--- config.mk ---
export PLATFORM = sky130hd
export DESIGN_NAME = aes_col_mixer
export DESIGN_NICKNAME = d
export VERILOG_FILES = /design/src/rtl/aes_col_pkg.sv /design/src/rtl/col_premix.sv /design/src/rtl/col_fwdmix.sv /design/src/rtl/aes_col_mixer.sv
export SDC_FILE = /design/constraint.sdc
export NUM_CORES = 1
export LEC_CHECK = 0
export ABC_AREA = 1
export BUFFER_PORTS_ARGS = -buffer_cell sky130_fd_sc_hd__buf_2
export CORE_MARGIN = 1
export CORE_UTILIZATION = 25
export CTS_CLUSTER_DIAMETER = 150
export DETAILED_ROUTE_END_ITERATION = 8
export HOLD_SLACK_MARGIN = 0.02
export PLACE_DENSITY = 0.53
export SYNTH_ARGS = -nofsm -noshare
export SYNTH_HDL_FRONTEND = slang
export SYNTH_SLANG_ARGS = --single-unit
--- constraint.sdc ---
create_clock -name clk -period 1.7 [get_ports clk]
set_input_delay 0.085 -clock clk [delete_from_list [all_inputs] [get_ports clk]]
set_output_delay 0.085 -clock clk [all_outputs]
set_load 0.005 [all_outputs]
--- src/rtl/aes_col_pkg.sv ---
package aes_col_pkg;
  localparam int BYTE_W    = 8;
  localparam int COL_BYTES = 4;
  localparam int COL_W     = BYTE_W * COL_BYTES;
  localparam logic [BYTE_W-1:0] GF_RED = 8'h1B;

  function automatic logic [BYTE_W-1:0] gf_x2(input logic [BYTE_W-1:0] v);
    return {v[BYTE_W-2:0], 1'b0} ^ (v[BYTE_W-1] ? GF_RED : '0);
  endfunction

  function automatic logic [BYTE_W-1:0] gf_x3(input logic [BYTE_W-1:0] v);
    return gf_x2(v) ^ v;
  endfunction

  function automatic logic [BYTE_W-1:0] gf_x4(input logic [BYTE_W-1:0] v);
    return gf_x2(gf_x2(v));
  endfunction

  function automatic logic [BYTE_W-1:0] gf_x5(input logic [BYTE_W-1:0] v);
    return gf_x4(v) ^ v;
  endfunction
endpackage

--- src/rtl/col_premix.sv ---
module col_premix
  import aes_col_pkg::*;
(
  input  logic [COL_W-1:0] pin_col,
  output logic [COL_W-1:0] pre_col
);
  logic [BYTE_W-1:0] a [COL_BYTES];

  for (genvar i = 0; i < COL_BYTES; i++) begin : g_pre
    localparam int HI  = COL_W - 1 - BYTE_W * i;
    localparam int OPP = (i + 2) % COL_BYTES;
    assign a[i] = pin_col[HI -: BYTE_W];
    assign pre_col[HI -: BYTE_W] = gf_x5(a[i]) ^ gf_x4(a[OPP]);
  end
endmodule

--- src/rtl/col_fwdmix.sv ---
module col_fwdmix
  import aes_col_pkg::*;
(
  input  logic [COL_W-1:0] fin_col,
  output logic [COL_W-1:0] mix_col
);
  logic [BYTE_W-1:0] a [COL_BYTES];

  for (genvar i = 0; i < COL_BYTES; i++) begin : g_mix
    localparam int HI = COL_W - 1 - BYTE_W * i;
    localparam int N1 = (i + 1) % COL_BYTES;
    localparam int N2 = (i + 2) % COL_BYTES;
    localparam int N3 = (i + 3) % COL_BYTES;
    assign a[i] = fin_col[HI -: BYTE_W];
    assign mix_col[HI -: BYTE_W] = gf_x2(a[i]) ^ gf_x3(a[N1]) ^ a[N2] ^ a[N3];
  end
endmodule

--- src/rtl/aes_col_mixer.sv ---
module aes_col_mixer
  import aes_col_pkg::*;
(
  input  logic              clk,
  input  logic              rst_n,
  input  logic              dec_mode,
  input  logic [COL_W-1:0]  col_in,
  output logic [COL_W-1:0]  col_out
);
  localparam int HALF = COL_W / 2;

  logic [COL_W-1:0] pre_col;
  logic [COL_W-1:0] shared_in;
  logic [COL_W-1:0] mix_col;
  logic             in_uniform;

  col_premix u_pre (.pin_col(col_in), .pre_col(pre_col));

  assign shared_in = dec_mode ? pre_col : col_in;

  col_fwdmix u_fwd (.fin_col(shared_in), .mix_col(mix_col));

  always_ff @(posedge clk) begin
    if (!rst_n) col_out <= '0;
    else        col_out <= mix_col;
  end

  assign in_uniform = (col_in == {COL_BYTES{col_in[BYTE_W-1:0]}});

  // encrypt path reaches the shared stage untouched
  p_enc_bypass_r2: assert property (@(posedge clk) disable iff (!rst_n)
    !dec_mode |-> shared_in == col_in);

  // bytes two apart in the pre-stage output XOR to the same bytes of the input
  p_pre_pair_r3: assert property (@(posedge clk) disable iff (!rst_n)
    dec_mode |-> (shared_in[COL_W-1:HALF] ^ shared_in[HALF-1:0]) ==
                 (col_in[COL_W-1:HALF] ^ col_in[HALF-1:0]));

  // a uniform column is a fixed point in both modes
  p_uniform_fixed_r6: assert property (@(posedge clk) disable iff (!rst_n)
    in_uniform |=> col_out == $past(col_in));

  // zero column gives zero output
  p_zero_out_r7: assert property (@(posedge clk) disable iff (!rst_n)
    col_in == '0 |=> col_out == '0);
endmodule

==> results.cfg, run 1 <==
[status]
status = completed

[timing]
setup_viol = 0
post-route-period-util = 0.8483
fmaxAchievable_mhz = 693.4
holdWs_ps = 213.9
finalHoldViolations = 0
maxSlewViolCount = 0
slew_headroom = 0.7092
min_period_ps = 1442
tightest_slew_ps = 436.3
rsz0062_at_grt = false

[clock_tree]
ctsHoldBuffers = 0
cts_made_buffers = 5
clock-sinks = 32
root_buffer = clkbuf_16
cts_tree = done
clkTransAtPathRegs_ps = 50
htreeDepth = 2
ctsResizeCount = 0
clockBufferDepth = 2
post_cts_buffers = 0

[setup_path]
cpLargestDelayFamily = simple AND/OR/NAND/NOR gates
startpoint_type = primary input
max_stage_delay_ps = 220
arrival_ps = 1620
path_cells = buf_2 > buf_4 > xnor2_1 > nand2_1 > nand2_1 > inv_1 > nand2_1 > nand3_1 > nand2_1 > nand2_1 > xnor2_1 > nand2_1 > nand2_1 > nor2_1
crit_slowest_cell = xnor2_1
critPathKind = primary input to flip-flop
critical_path_peak_fanout = 4
path_depth = 14
endpoint_kind = flip-flop
critPathMostFrequentCell = nand2_1
crit_required_ps = 1880
path_buf_inv = 3

[job]
max_cap_violations = 0

[cells_and_area]
drive_gt1_frac = 0.2341
multi_input_area_mm2 = 0.002581
n_fill_cell = 1521
fin_cells = 915
diodes = 0
top_regs = col_out: 32 flops
synthToLayoutAreaGrowth_pct = 36.70
nNetsFinal = 773
largest_register_ff_count = 32
largest-register = col_out
seqCellArea_um2 = 640.6
final_common_cell = nand2_1
final_cell_mix = nand2_1 (254), buf_4 (77), buf_2 (66)
final_area_mm2 = 0.004786

[place]
dp_cells = 907
dp_hpwl_mm = 9.116
gp_congestion = 0.8702
place_area_mm2 = 0.004588
portBuffers = 66

[logic_synthesis]
syn-num-nets = 635
postSynthCellCount = 600
yosysWarningCount = 0
synth_cell_type_count = 21
synth_top_cell_by_area = nand2_1
synthTopCellsByArea = nand2_1 (27%), dfxtp_1 (18%), xor2_1 (15%)
synth_seq_cells = 32
synth_top_area_frac = 0.2734
syn_area_per_cell_um2 = 5.835
synth_area_mm2 = 0.003501
seq_area_frac_synth = 0.1830

[routing]
drc = 0
vias = 3842
final_antenna_net_count = 0
wl_mm = 10.44
viasPerCell = 4.199
drt_iter0_drc = 148
wl_per_cell_um = 11.41
drt_first_pass_iters = 5

[die]
die_h_um = 120.3
start_util = 0.2602
core.rowCount = 42
num_io_pins = 67
die_x_um = 120.3
die_area_mm2 = 0.01448
design.core.area_mm2 = 0.01345

[power_and_ir_drop]
vdd_ir_drop_max_v = 0.0003490
p_leak_nw = 2.733
powerDensity_mw_per_mm2 = 869.9

[global_routing]
gr-total-overflow = 0
grt_pass1_vias = 3528
track_usage = 0.1535
grt_start_max_net_pins = 25
antenna_found_initial = 0
grt_pass1_wl_mm = 17.41

[worst_hold_path]
min_path_cells = 4
hold_path_class = primary input to flip-flop
## path summary, 6_finish.rpt
path,startpoint,end
worst max-delay path,col_in[22],col_out[28]$_SDFF_PN0_
worst min-delay path,col_in[9],col_out[17]$_SDFF_PN0_
## metrics by stage
stage	setup TNS [ps]	power, mW	utilization	worst slack (ps)
global placement	-239.9	3.086	0.3411	-52.02
finish	0	4.163	0.3557	257.8
detailed placement	-340.4	3.102	0.3411	-57.05
global route	0	4.560	0.3557	13.78
CTS	0	4.214	0.3546	229.5
floorplan	0	2.298	-	80.18
## cells by family after synthesis
group / count (synthesis) / synth area share
buffers and inverters: 75 / 0.08399
XOR/XNOR: 89 / 0.2505
AO/OA/AOI/OAI: 27 / 0.03931
flip-flops: 32 / 0.1830
AND/OR/NAND/NOR: 377 / 0.4432
## power breakdown
part | switching (mW) | internal [mW] | total (mW)
sequential | 0.0380 | 0.931 | 0.969
combinational | 1.20 | 0.904 | 2.10
clock | 0.321 | 0.770 | 1.09
## cell usage after synthesis
cell / count
xor2_2: 6
inv_1: 58
xor2_1: 58
xnor2_1: 21
nand3b_1: 2
xor2_4: 2
nand3_1: 57
clkbuf_1: 1
nor2_1: 46
buf_1: 4
buf_4: 1
nand4_1: 13
a21boi_0: 1
nand2_1: 255
dfxtp_1: 32
o21ai_0: 9
xnor2_2: 2
inv_2: 4
a21oi_1: 17
buf_2: 7
nand3_2: 4
## final cells by class
| class | instances | share of cell area |
|---|---|---|
| Clock buffer | 7 | 0.03190 |
| Clock inverter | 1 | 0.006275 |
| Inverter | 62 | 0.04863 |
| Multi-Input combinational cell | 493 | 0.5393 |
| Sequential cell | 32 | 0.1339 |
| Tap cell | 176 | 0.04601 |
| Timing Repair Buffer | 144 | 0.1940 |
## routing by layer
| layer | GRT usage | vias to the layer above | part of all wire |
|---|---|---|---|
| li1 | - | 2116 | - |
| met1 | 0.2199 | 1638 | 0.50 |
| met2 | 0.2374 | 78 | 0.43 |
| met3 | 0.01887 | 10 | 0.053 |
| met4 | 0.04784 | 0 | 0.017 |
| met5 | 0 | - | 0 |
## worst min-delay path: cells and delay by family
kind / cells / cell delay, ps
AND/OR/NAND/NOR: 2 / 150
buffers and inverters: 1 / 130
XOR/XNOR: 1 / 90
Power figures use the tool's default switching activity.
==> inputs of run 2 (changes only) <==
- clock period: 1.7 -> 1.26 ns (I/O delays scaled with it)
==> results.cfg, run 2 (synthesis results as in run 1) <==
[cells_and_area]
synthToLayoutAreaGrowth_pct = 102.0
nNetsFinal = 841
largest-register = col_out
top_regs = col_out: 32 flops
utilization = 0.5258
drive_gt1_frac = 0.6179
seqCellArea_um2 = 640.6
final_cell_mix = nand2_1 (125), buf_4 (112), nand2_2 (96)
final_common_cell = nand2_1
n_fill_cell = 1235
fin_cells = 982
diodes = 0
multi_input_area_mm2 = 0.004024
largest_register_ff_count = 32

[clock_tree]
cts_tree = done
htreeDepth = 2
ctsHoldBuffers = 0
clockBufferDepth = 2
root_buffer = clkbuf_16
cts_made_buffers = 5
clock-sinks = 32
clkTransAtPathRegs_ps = 60

[place]
portBuffers = 66
dp_hpwl_mm = 9.484
dp_cells = 938
gp_congestion = 0.9247

[die]
core.rowCount = 42
design.core.area_mm2 = 0.01345
num_io_pins = 67
die_x_um = 120.3
start_util = 0.2602
die_area_mm2 = 0.01448
die_h_um = 120.3

[routing]
drt_first_pass_iters = 4
drc = 0
wl_mm = 13.05
drt_iter0_drc = 221
vias = 4449
wl_per_cell_um = 13.29
final_antenna_net_count = 0
viasPerCell = 4.531

[setup_path]
startpoint_type = primary input
critical_path_peak_fanout = 4
arrival_ps = 1510
crit_required_ps = 1440
critPathKind = primary input to flip-flop
endpoint_kind = flip-flop

[global_routing]
antenna_found_initial = 0
grt_start_max_net_pins = 33
track_usage = 0.1727
gr-total-overflow = 0
grt_pass1_wl_mm = 19.80
grt_pass1_vias = 4282

[job]
max_cap_violations = 0

[power_and_ir_drop]
powerDensity_mw_per_mm2 = 972.7
vdd_ir_drop_max_v = 0.0004856
p_leak_nw = 3.496

[timing]
min_period_ps = 1332
tightest_slew_ps = 359.5
maxSlewViolCount = 0
post-route-period-util = 1.057
finalHoldViolations = 0
rsz0062_at_grt = true
fmaxAchievable_mhz = 750.8
fin_ws_ps = -71.85
slew_headroom = 0.7595
setup_viol = 14

[status]
failed_checks = negative setup slack
status = complete, but fails checks

[worst_hold_path]
hold_path_class = primary input to flip-flop
[run 2: changes by cell type in the layout (fill, tap and decap cells not counted), moves of 17 or more]
cell | previous run | this run
buf_4 | 77 | 112
buf_6 | 0 | 35
inv_1 | 58 | 29
inv_2 | 4 | 21
nand2_1 | 254 | 125
nand2_2 | 1 | 96
nand2_4 | 0 | 34
nand3_1 | 56 | 28
nand3_2 | 5 | 24
xor2_1 | 57 | 18
xor2_2 | 7 | 27
xor2_4 | 2 | 21
[run 2: metal layers]
| layer | vias to the layer above | track usage | routed length, um |
|---|---|---|---|
| li1 | 2245 | - | - |
| met1 | 2082 | 0.2132 | 5205 |
| met2 | 102 | 0.3035 | 7007 |
| met3 | 20 | 0.01745 | 547 |
| met4 | 0 | 0.07407 | 291 |
| met5 | - | 0 | 0 |
[run 2: power by group]
part / total (mW) / leakage [nW] / internal, mW / switching [mW]
Clock: 1.16 / 0.0657 / 0.715 / 0.443
Sequential: 1.31 / 0.267 / 1.26 / 0.0537
Combinational: 4.41 / 3.16 / 2.05 / 2.36
Total: 6.88 / 3.50 / 4.02 / 2.86
[run 2: metrics by stage]
stage,total power [mW],instance area [um^2],setup WS (ps),TNS [ps],hold slack [ps]
2_1_floorplan,3.308,3935,-161.6,-2526,201.4
4_1_cts,6.097,6060,-34.85,-136.6,203.0
5_1_grt,7.363,7073,-199.8,-3178,227.8
3_5_place_dp,4.505,5215,-521.5,-12510,440.9
3_3_place_gp,4.450,5215,-479.3,-11590,440.9
6_report,6.880,7073,-71.85,-492.3,206.8
[run 2: repair_timing]
action | 4_1_cts | 5_1_grt
resized for setup | 145 | 193
endpoints found under the hold margin | 0 | 0
pin swaps | 103 | 112
setup buffers | 15 | 21
cloned | 1 | 0
endpoints found under the setup margin | 32 | 32
[run 2: worst max-delay path: stages]
cell and delay [ps]:
buf_8 90, clkinvlp_4 100, nand2_2 120, nand2_4 70
nand2_4 70, nand3_2 140, nand3_4 220, xor2_4 270
xor2_2 190, nand2_1 80, nand2_1 60, nor2_1 30
[run 2: cell type report]
type | count | area share
tap | 176 | 0.03113
multi-input combinational | 493 | 0.5689
timing repair buffer | 212 | 0.2507
clock buffer | 5 | 0.01769
clock inverter | 2 | 0.001769
inverter | 62 | 0.03927
sequential | 32 | 0.09057
[run 2: final timing paths]
kind	slack [ps]	endpoint	depth (start not counted)	from
hold / removal	210	col_out[17]$_SDFF_PN0_	4	rst_n
setup / recovery	-70	col_out[12]$_SDFF_PN0_	12	col_in[14]
==> inputs of run 3 (changes only) <==
- CORE_UTILIZATION: 25 -> 45
- PLACE_DENSITY: 0.53 -> 0.79
==> results.cfg, run 3 (synthesis results as in run 1) <==
[status]
status = complete, but fails checks
failed_checks = negative setup slack

[clock_tree]
htreeDepth = 2
cts_tree = done
clkTransAtPathRegs_ps = 100
clock-sinks = 32
clockBufferDepth = 2
cts_made_buffers = 5
root_buffer = clkbuf_8

[power_and_ir_drop]
vdd_ir_drop_max_v = 0.0005138
power.clock.fraction = 0.124
pwr-share-comb = 0.693
p_int_mw = 3.680
p_leak_nw = 3.373
switching_share = 0.4916
pwr-share-seq = 0.183
powerDensity_mw_per_mm2 = 1063
switchingPower_mw = 3.559

[worst_hold_path]
min_path_cells = 3
hold_path_class = primary input to flip-flop
hp-start = rst_n

[timing]
min_period_ps = 1654
fin_ws_ps = -394.4
maxSlewViolCount = 0
finalHoldViolations = 0
post-route-period-util = 1.313
tightest_slew_ps = 552.2
fmaxAchievable_mhz = 604.4
setup_viol = 32
rsz0062_at_grt = true
slew_headroom = 0.6319

[job]
max_cap_violations = 0

[global_routing]
gr-total-overflow = 0
antenna_found_initial = 1
grt_pass1_wl_mm = 20.10
track_usage = 0.3093
grt_start_max_net_pins = 25
grt_pass1_vias = 4387

[routing]
drt_first_pass_iters = 8
final_antenna_net_count = 0
vias = 5625
drt_iter0_drc = 662
viasPerCell = 6.356
wl_per_cell_um = 23.57
wl_mm = 20.86
drc = 0

[cells_and_area]
final_area_mm2 = 0.006812
diodes = 0
synthToLayoutAreaGrowth_pct = 94.57
final_common_cell = nand2_1
utilization = 0.9243
nNetsFinal = 820
largest-register = col_out
final_cell_mix = nand2_1 (127), buf_4 (102), nand2_2 (98)
drive_gt1_frac = 0.6031
largest_register_ff_count = 32
top_regs = col_out: 32 flops

[setup_path]
critical_path_peak_fanout = 4
crit_required_ps = 1490
endpoint_kind = flip-flop
cp-startpoint = col_in[25]
startpoint_type = primary input
critPathKind = primary input to flip-flop
arrival_ps = 1880

[die]
design.core.area_mm2 = 0.007370
die_x_um = 90.20
die_h_um = 90.20
start_util = 0.4750
die_area_mm2 = 0.008136
core.rowCount = 31
num_io_pins = 67

[place]
place_area_mm2 = 0.004994
gp_congestion = 0.9644
portBuffers = 66
dp_hpwl_mm = 8.706
==> run 3: cell types whose count changed in the layout (fill, tap and decap cells not counted), moves of 3 or more <==
cell,previous run,this run
buf_4,112,102
buf_6,35,27
clkbuf_16,5,0
clkbuf_8,0,6
inv_1,29,34
inv_2,21,17
inv_4,8,5
nand2_4,34,30
nand3_4,9,12
xnor2_2,13,8
xnor2_4,5,9
xor2_2,27,24
xor2_4,21,24
==> run 3: power groups by stage <==
| stage | clock (mW) | combinational (mW) | sequential, mW |
|---|---|---|---|
| global placement | 0 | 2.95 | 1.32 |
| floorplan | 0 | 1.94 | 1.37 |
| CTS | 0.837 | 3.45 | 1.30 |
| finish | 0.898 | 5.01 | 1.33 |
| detailed placement | 0 | 3.06 | 1.32 |
| global route | 0.916 | 5.21 | 1.34 |
==> run 3: per-stage QoR <==
step	hold slack (ps)	worst slack (ps)	instances	total power [mW]	setup TNS [ps]
detailed placement	438.2	-502.4	846	4.382	-12920
CTS	206.1	-14.53	866	5.584	-64.24
finish	292.4	-394.4	885	7.239	-6712
global route	290.4	-509.8	885	7.466	-8565
floorplan	201.4	-161.6	600	3.308	-2526
global placement	438.0	-423.0	846	4.272	-11050
==> run 3: layout make-up <==
type,instances,area [um^2]
Sequential cell,32,640.6
Inverter,62,290.3
Tap cell,99,123.9
Multi-Input combinational cell,493,4109
Fill cell,248,558.0
Timing Repair Buffer,191,1555
Clock inverter,2,10.01
Clock buffer,6,82.58
==> run 3: critical path, cell delays in order <==
cell     delay (ps)
buf_2           150
inv_1            90
nand2_1          90
nand2_1          70
nand2_2         110
nand3_2         210
nand2_2         160
nand2_2         100
nand2_2         100
nand2_2         100
buf_6           140
xor2_2          150
nand2_1          90
nand2_1          70
nor2_1          200
==> run 3: what timing repair did <==
action / 4_1_cts / 5_1_grt
buffers inserted: 13 / 23
setup endpoints to repair: 31 / 32
resized for setup: 106 / 233
pin swaps: 56 / 125
hold buffers: 0 / 0
==> run 3: final timing paths <==
path / to / slack (ps)
min: col_out[10]$_SDFF_PN0_ / 290
max: col_out[12]$_SDFF_PN0_ / -390
==> run 3: layer usage <==
layer  global-route usage  vias up  wire [um]
li1                     -     2199          -
met1               0.3388     2484       6435
met2               0.5623      670       9119
met3              0.04484      272       2879
met4               0.1841        0       2426
met5                    0        -          0
